===== config.mk =====
export PLATFORM = sky130hd
export DESIGN_NAME = sar_seq
export DESIGN_NICKNAME = d
export VERILOG_FILES = /design/src/rtl/sar_pkg.sv /design/src/rtl/sar_sync.sv /design/src/rtl/sar_search.sv /design/src/rtl/sar_result.sv /design/src/rtl/sar_seq.sv
export SDC_FILE = /design/constraint.sdc
export NUM_CORES = 1
export LEC_CHECK = 0
export ABC_AREA = 1
export CAP_MARGIN = 20
export CORE_ASPECT_RATIO = 0.5
export CORE_MARGIN = 4
export CORE_UTILIZATION = 30
export CTS_CLUSTER_SIZE = 12
export DETAILED_ROUTE_END_ITERATION = 7
export PLACE_DENSITY = 0.47
export SKIP_LAST_GASP = 1
export SYNTH_ARGS = -nofsm -noshare
export SYNTH_HDL_FRONTEND = slang
export SYNTH_SLANG_ARGS = --single-unit

===== constraint.sdc =====
create_clock -name clk_bit -period 1.3 [get_ports clk_bit]
set_input_delay 0.26 -clock clk_bit [delete_from_list [all_inputs] [get_ports clk_bit]]
set_output_delay 0.26 -clock clk_bit [all_outputs]
set_load 0.02 [all_outputs]

===== src/rtl/sar_pkg.sv =====
`timescale 1ns/1ps
package sar_pkg;
  typedef enum logic [1:0] {
    ST_OFF    = 2'd0,
    ST_SAMPLE = 2'd1,
    ST_CONV   = 2'd2,
    ST_DONE   = 2'd3
  } sar_state_e;
endpackage


===== src/rtl/sar_sync.sv =====
`timescale 1ns/1ps
// Multi-stage synchroniser for a bundle of asynchronous level signals.
module sar_sync #(
  parameter int WIDTH  = 2,
  parameter int STAGES = 2
) (
  input  logic             clk,
  input  logic             rst_n,
  input  logic [WIDTH-1:0] din,
  output logic [WIDTH-1:0] dout
);
  logic [WIDTH-1:0] pipe [STAGES];

  genvar s;
  generate
    for (s = 0; s < STAGES; s++) begin : g_stage
      always_ff @(posedge clk or negedge rst_n) begin
        if (!rst_n) pipe[s] <= '0;
        else if (s == 0) pipe[s] <= din;
        else pipe[s] <= pipe[(s == 0) ? 0 : s-1];
      end
    end
  endgenerate

  assign dout = pipe[STAGES-1];
endmodule


===== src/rtl/sar_search.sv =====
`timescale 1ns/1ps
// Phase control and MSB-first search. Working code doubles as the trial code.
module sar_search
  import sar_pkg::*;
#(
  parameter int WIDTH = 8
) (
  input  logic             clk,
  input  logic             rst_n,
  input  logic             en_s,
  input  logic             smp_s,
  input  logic             cmp_neg,
  output logic [WIDTH-1:0] work,
  output logic             done,
  output logic             fin,
  output logic [WIDTH-1:0] fin_code
);
  localparam int IW = (WIDTH > 1) ? $clog2(WIDTH) : 1;
  localparam logic [IW-1:0] TOP_IDX = IW'(WIDTH-1);

  sar_state_e       state;
  logic [IW-1:0]    bit_idx;
  logic             decided;
  logic [WIDTH-1:0] next_work;

  // Sign position stores the comparator output as is; magnitude bits store it inverted.
  always_comb begin
    decided   = (bit_idx == TOP_IDX) ? cmp_neg : ~cmp_neg;
    next_work = work;
    for (int i = 0; i < WIDTH; i++) begin
      if (IW'(i) == bit_idx) next_work[i] = decided;
      if (bit_idx != '0 && IW'(i) == bit_idx - 1'b1) next_work[i] = 1'b1;
    end
  end

  assign fin      = en_s && !smp_s && (state == ST_CONV) && (bit_idx == '0);
  assign fin_code = next_work;

  always_ff @(posedge clk or negedge rst_n) begin
    if (!rst_n) begin
      state   <= ST_OFF;
      bit_idx <= TOP_IDX;
      work    <= '0;
      done    <= 1'b0;
    end else if (!en_s) begin
      state   <= ST_OFF;
      bit_idx <= TOP_IDX;
      work    <= '0;
      done    <= 1'b0;
    end else if (smp_s) begin
      state   <= ST_SAMPLE;
      bit_idx <= TOP_IDX;
      work    <= '0;
      done    <= 1'b0;
    end else begin
      case (state)
        ST_SAMPLE: begin
          state   <= ST_CONV;
          bit_idx <= TOP_IDX;
          work    <= '0;
        end
        ST_CONV: begin
          work <= next_work;
          if (bit_idx == '0) begin
            state <= ST_DONE;
            done  <= 1'b1;
          end else begin
            bit_idx <= bit_idx - 1'b1;
          end
        end
        default: ; // OFF waits for a sample phase, DONE holds
      endcase
    end
  end
endmodule


===== src/rtl/sar_result.sv =====
`timescale 1ns/1ps
// Published result register, loaded only on the completing decision.
module sar_result #(
  parameter int WIDTH = 8
) (
  input  logic             clk,
  input  logic             rst_n,
  input  logic             load,
  input  logic [WIDTH-1:0] din,
  output logic [WIDTH-1:0] q
);
  always_ff @(posedge clk or negedge rst_n) begin
    if (!rst_n) q <= '0;
    else if (load) q <= din;
  end
endmodule


===== src/rtl/sar_seq.sv =====
`timescale 1ns/1ps
module sar_seq #(
  parameter int WIDTH       = 8,
  parameter int SYNC_STAGES = 2
) (
  input  logic             clk_bit,
  input  logic             rst_n,
  input  logic             enable,
  input  logic             smp_clk,
  input  logic             cmp_neg,
  output logic [WIDTH-1:0] trial_code,
  output logic             done,
  output logic [WIDTH-1:0] result
);
  logic [1:0]       ctl_s;
  logic             en_s;
  logic             smp_s;
  logic             fin;
  logic [WIDTH-1:0] fin_code;

  sar_sync #(.WIDTH(2), .STAGES(SYNC_STAGES)) u_sync (
    .clk  (clk_bit),
    .rst_n(rst_n),
    .din  ({enable, smp_clk}),
    .dout (ctl_s)
  );
  assign en_s  = ctl_s[1];
  assign smp_s = ctl_s[0];

  sar_search #(.WIDTH(WIDTH)) u_search (
    .clk     (clk_bit),
    .rst_n   (rst_n),
    .en_s    (en_s),
    .smp_s   (smp_s),
    .cmp_neg (cmp_neg),
    .work    (trial_code),
    .done    (done),
    .fin     (fin),
    .fin_code(fin_code)
  );

  sar_result #(.WIDTH(WIDTH)) u_result (
    .clk  (clk_bit),
    .rst_n(rst_n),
    .load (fin),
    .din  (fin_code),
    .q    (result)
  );
endmodule


Yosys cells after proc, flatten, opt, wreduce, memory -nomap -nowiden
Cells that the tools add are included. W data, S select, Z words.

Register bits: 26. Bits of input ports: 5.

Add/subtract/negate cells: 1. Equal/unequal tests: 22. Multiplexer cells: 32. Bitwise operators: 1. Reduce and logical (&&, ||, !) cells: 18.

Operator list (count): $eq A3 B3 Y1 const A (8); $mux W1 (21); $mux W8 (2); $pmux W8 S2 (1); $eq A2 B3 Y1 const A (4); $logic_and A1 B1 Y1 (11); $mux W3 (3); $eq A1 B3 Y1 const A (2); $logic_not A3 Y1 (2); $mux W2 (3); $ne A3 B2 Y1 const B (2); $pmux W3 S2 (1); $reduce_and A2 Y1 (3); $ne A4 B2 Y1 const B (1); $ne A4 B3 Y1 const B (1); $ne A4 B4 Y1 const B (1); $pmux W2 S2 (1); $eq A3 B3 Y1 const B (1); $reduce_bool A3 Y1 (1); $sub A3 B1 Y3 const B (1); $eq A2 B1 Y1 const B (1); $eq A2 B2 Y1 const B (1); $logic_not A1 Y1 (1); $not A1 Y1 (1).

Longest topological paths before layout
Depth in word-level cells: 7. Mapped depth: 9. Depth with buffers taken out: 9.

Modules after synthesis
A second synthesis with hierarchy kept.

Cell total of the unflattened synthesis: 174. Area total of the unflattened synthesis: 1341.3 um2.

Modules (own cells, without submodules): sar_search (times used 1, cells each 134, area an instance 920.9 um2, seq. area each 354.1 um2); sar_result (times used 1, cells each 34, area an instance 305.3 um2, seq. area each 200.2 um2); sar_sync (times used 1, cells each 6, area an instance 115.1 um2, seq. area each 100.1 um2).

Worst setup path before layout
Ideal clock, no wire load.

Kind: register to register. From: reg u_search.bit_idx[0]. To: reg u_search.bit_idx[2]. Arrival time: 1362 ps. Required time: 1228 ps. Slack: -134 ps. Cell stages (with the launch flop): 9. Buffers on the path: 1. Clock period less this slack: 1434 ps. Cells stage by stage: dfstp_2 > inv_1 > ha_1 > inv_1 > nor2_4 > nand3_2 > buf_6 > nand2_8 > o21ai_1.

Word-level cells in the longest chain between the ends: 5. Elaborated cells on any way between the ends: 8.

Ends and longest elaborated chain: from (decl) (RTL line sar_search.sv:22) `logic [IW-1:0] bit_idx;`; from (signal assigned) (RTL line sar_search.sv:68) `bit_idx <= bit_idx - 1'b1;`; $sub A3 B1 Y3 (RTL line sar_search.sv:68); $mux W3 (RTL line sar_search.sv:64) `if (bit_idx == '0) begin`; $pmux W3 S2 (RTL line sar_search.sv:56) `case (state)`; $mux W3 (RTL line sar_search.sv:50) `end else if (smp_s) begin`; $mux W3 (RTL line sar_search.sv:45) `end else if (!en_s) begin`.

Parallel ways exist; a longest one is shown, timed or not. The select of a mux whose other input is x is not followed. A chain may end at the register's enable or synchronous reset.

Worst setup path in the final report
From: reg u_search.bit_idx[0]. To: reg u_search.state[0].

Word-level cells in the longest chain between the ends: 3.

Ends and longest elaborated chain: $logic_not A3 Y1 (RTL line sar_search.sv:64); $ne A4 B3 Y1 (no source line); $reduce_and A2 Y1 (no source line); to (signal assigned) (RTL line sar_search.sv:51) `state <= ST_SAMPLE;`; to (signal assigned) (RTL line sar_search.sv:58) `state <= ST_CONV;`; to (signal assigned) (RTL line sar_search.sv:65) `state <= ST_DONE;`; to (decl) (RTL line sar_search.sv:21) `sar_state_e state;`.

Every way passes these cells.

==> out/results.md <==
| Parameter | Reported | Unit |
|---|---|---|
| Result of the run | finished with violations | - |
| Failing checks | setup timing | - |
| Global-route wire length before repair | 6370 | um |
| TNS Setup | -3500 | ps |
| Largest net degree at the start of global routing | 27 | - |
| Root Buffer | clkbuf_8 | - |
| Hold violation total from the final report | 0 | - |
| Capturing element type of the critical path | flop | - |
| Final ANT Viol Nets | 0 | - |
| Worst reg2reg endpoint | u_search.state[0] | - |
| Final Max Slew Viols | 0 | - |
| Average via count per standard cell | 4.25 | - |
| Highest ir drop seen on vdd | 0.384 | mV |
| Share of total power consumed by net switching | 0.295 | - |
| IO Count | 22 | - |
| Worst-Skew Late Latency | 280 | ps |
| Die Width | 106 | um |
| Core Rows | 17 | - |
| Transition at the pin with the smallest max-transition slack | 259 | ps |
| Setup repair after global routing missed its margin | true | - |
| Global-route congestion overflow total | 0 | - |
| Count of flip-flops with a built-in enable after synthesis | 0 | - |
| Most common cell after layout, fill and taps aside | nand2_1 | - |
| Clk network pwr share | 0.298 | - |
| Final instance count without filler cells | 277 | - |
| Final-stage net count | 223 | - |
| Final Setup Violations | 22 | - |
| Sequential element share of the synthesized area | 0.453 | - |
| H-tree levels | 1 | - |
| Leakage | 0.979 | nW |
| Prevailing post-synth register cell | dfrtp_1 | - |
| Highest fanout seen on the critical path | 7 | - |
| Initial core utilization | 0.319 | - |
| Maximum clock rate | 666 | MHz |
| Netlist area before placement | 1450 | um2 |
| Remaining DRCs | 0 | - |
| Synth-to-layout area growth | 40.3 | % |
| Yosys warning total | 0 | - |
| Power density of the placed cells | 901 | nW/um2 |
| Flop and latch count out of synthesis | 26 | - |
| Placed wire-length estimate | 2790 | um |
| Worst slack after detailed placement | -165 | ps |
| Share of final-layout standard cells stronger than drive strength 1 | 0.360 | - |
| Inst Count DP | 272 | - |
| Time the final worst path needs with I/O delays and setup | 1500 | ps |
| Final core utilization | 0.448 | - |
| TritonCTS buffer count | 3 | - |
| Total via count in the routed design | 1176 | - |
| Initial antenna violation count | 0 | - |
| Fraction of registers with async set or reset after synthesis | 1.00 | - |
| Worst Reg2Reg Path Length in Cells | 8 | - |
| Number of clock sinks | 26 | - |
| Die height | 57.1 | um |
| Die area | 6060 | um2 |
| Total design power | 1.83 | mW |
| Synthesized net count | 177 | - |
| Top library cells by usage in the layout, fill and taps aside | nand2_1, dfrtp_1, buf_4, dlygate4sd2_1, inv_1 | - |
| Number of DRC markers in iteration 0 | 66 | - |
| Avg Inst Size Synth | 8.71 | um2 |
| Final WL | 3660 | um |
| Reg2Reg Launch Point | u_search.bit_idx[0] | - |
| Sw Pwr | 0.538 | mW |
| Max-slew headroom | 0.827 | - |
| Class of the worst hold path | input port to asynchronous set/reset pin | - |
| Clock-pin transition on the worst setup and hold timing paths | 100 | ps |
| Routed wirelength normalized by instance count | 13.2 | um |
| Synth Instances | 166 | - |
| Combinational fraction of design power | 0.227 | - |
| Setup WS post-layout | -202 | ps |
| TritonCTS clock tree | done | - |
| Crit Path Category | flop to flop | - |
| Count of hold buffers inserted by post-cts repair | 0 | - |
| Via count of the first global-routing pass | 1199 | - |
| PortBufs | 21 | - |
| Worst setup path endpoint | u_search.state[0] | - |
| Sequential group share of total power | 0.475 | - |
| Kind of start point of the critical path | flop | - |
| Global router's overall resource usage | 0.133 | - |
| Largest clock skew in the final design | 10.7 | ps |
| Max Cap Violations | 0 | - |
| Number of antenna cells inserted | 0 | - |
| Worst R2R Setup Slack | -200 | ps |
| Final period utilization | 1.16 | - |
| Drt pass-1 iters | 4 | - |
| Core Area | 4530 | um2 |
| WP data required | 1500 | ps |
| Maximum root-to-sink buffer count | 2 | - |
| Distinct cell type count of the synthesized netlist | 22 | - |
| Critical path startpoint | u_search.bit_idx[0] | - |
| Routability-driven placement congestion ratio | 0.824 | - |
| Int Power | 1.29 | mW |
| Worst EP arrival | 1710 | ps |
[final cells by class]
type                    instances  area (um2)
flip-flops and latches         26         654
fillers                       457        2500
multi-input cells             119         773
well taps                      66        82.6
clock buffers                   4        55.1
inverters                      19        78.8
repair buffers                 43         384
[stage by stage]
stage	cell area, um2	hold WS [ps]
2_1_floorplan	1470	-35.6
3_3_place_gp	1920	333
3_5_place_dp	1920	336
4_1_cts	1990	325
5_1_grt	2030	334
6_report	2030	320
[metal layers]
metal	track usage	part of all wire	vias to the layer above	routed length (um)
met5	0	0	-	0
met3	0.0339	0.048	4	176
met2	0.169	0.39	26	1430
li1	-	-	599	-
met4	0.0351	0.010	0	38
met1	0.213	0.55	547	2020
[Yosys cell counts (2+ instances only)]
cell type  instances  share of area
ha_1               6          0.052
o21ai_2            5          0.030
clkinv_1           3         0.0078
o21ai_1            5          0.017
nand2_2            6          0.026
nand3_2            7          0.048
nand2_4            3          0.023
inv_1             14          0.036
buf_6              2          0.016
nand3_1            5          0.017
clkinv_2           2         0.0069
nor2_1             9          0.023
nor2_4             2          0.016
dfstp_2            3          0.055
nand2_1           64           0.17
o21ai_0            2         0.0069
dfrtp_1           23           0.40
[power by group through the flow]
stage	combinational (mW)	sequential [mW]	clock, mW
6_report	0.415	0.867	0.545
3_5_place_dp	0.390	0.880	0
3_3_place_gp	0.386	0.879	0
5_1_grt	0.463	0.872	0.593
2_1_floorplan	0.232	0.881	0
4_1_cts	0.398	0.864	0.563
[sequential cells by signal, summed over array words and instances (netlist names)]
signal	cells
u_sync.dout	2
u_result.q	8
u_search.done	1
u_search.bit_idx	3
u_search.work	8
u_sync.pipe	2
u_search.state	2
[worst max-delay path: stages (launching register included)]
cell and delay [ps]:
dfstp_2 610, inv_2 90, ha_4 170, inv_2 60, nor2_4 60, buf_4 150
o21ai_4 150, nand2_1 60, o21ai_1 70
[worst min-delay path by stage]
stage	from	to	slack, ps
6_report	rst_n	u_search.work[7]	320
3_5_place_dp	u_sync.pipe[2]	u_sync.dout[0]	340
2_1_floorplan	rst_n	u_result.q[0]	-40
3_3_place_gp	u_sync.pipe[2]	u_sync.dout[0]	330
4_1_cts	rst_n	u_sync.dout[1]	330
5_1_grt	rst_n	u_search.work[7]	330
[logic make-up after synthesis]
family | synth area share
buffers and inverters | 0.0667
AOI/OAI and AO/OA | 0.0684
adders and majority gates | 0.0519
and+or+nand+nor | 0.360
DFF | 0.453
[what timing repair did]
action	4_1_cts	5_1_grt
setup endpoints to repair	39	28
resized for setup	24	14
buffers inserted	0	1
Note: power is estimated with default switching activity, not from simulation.
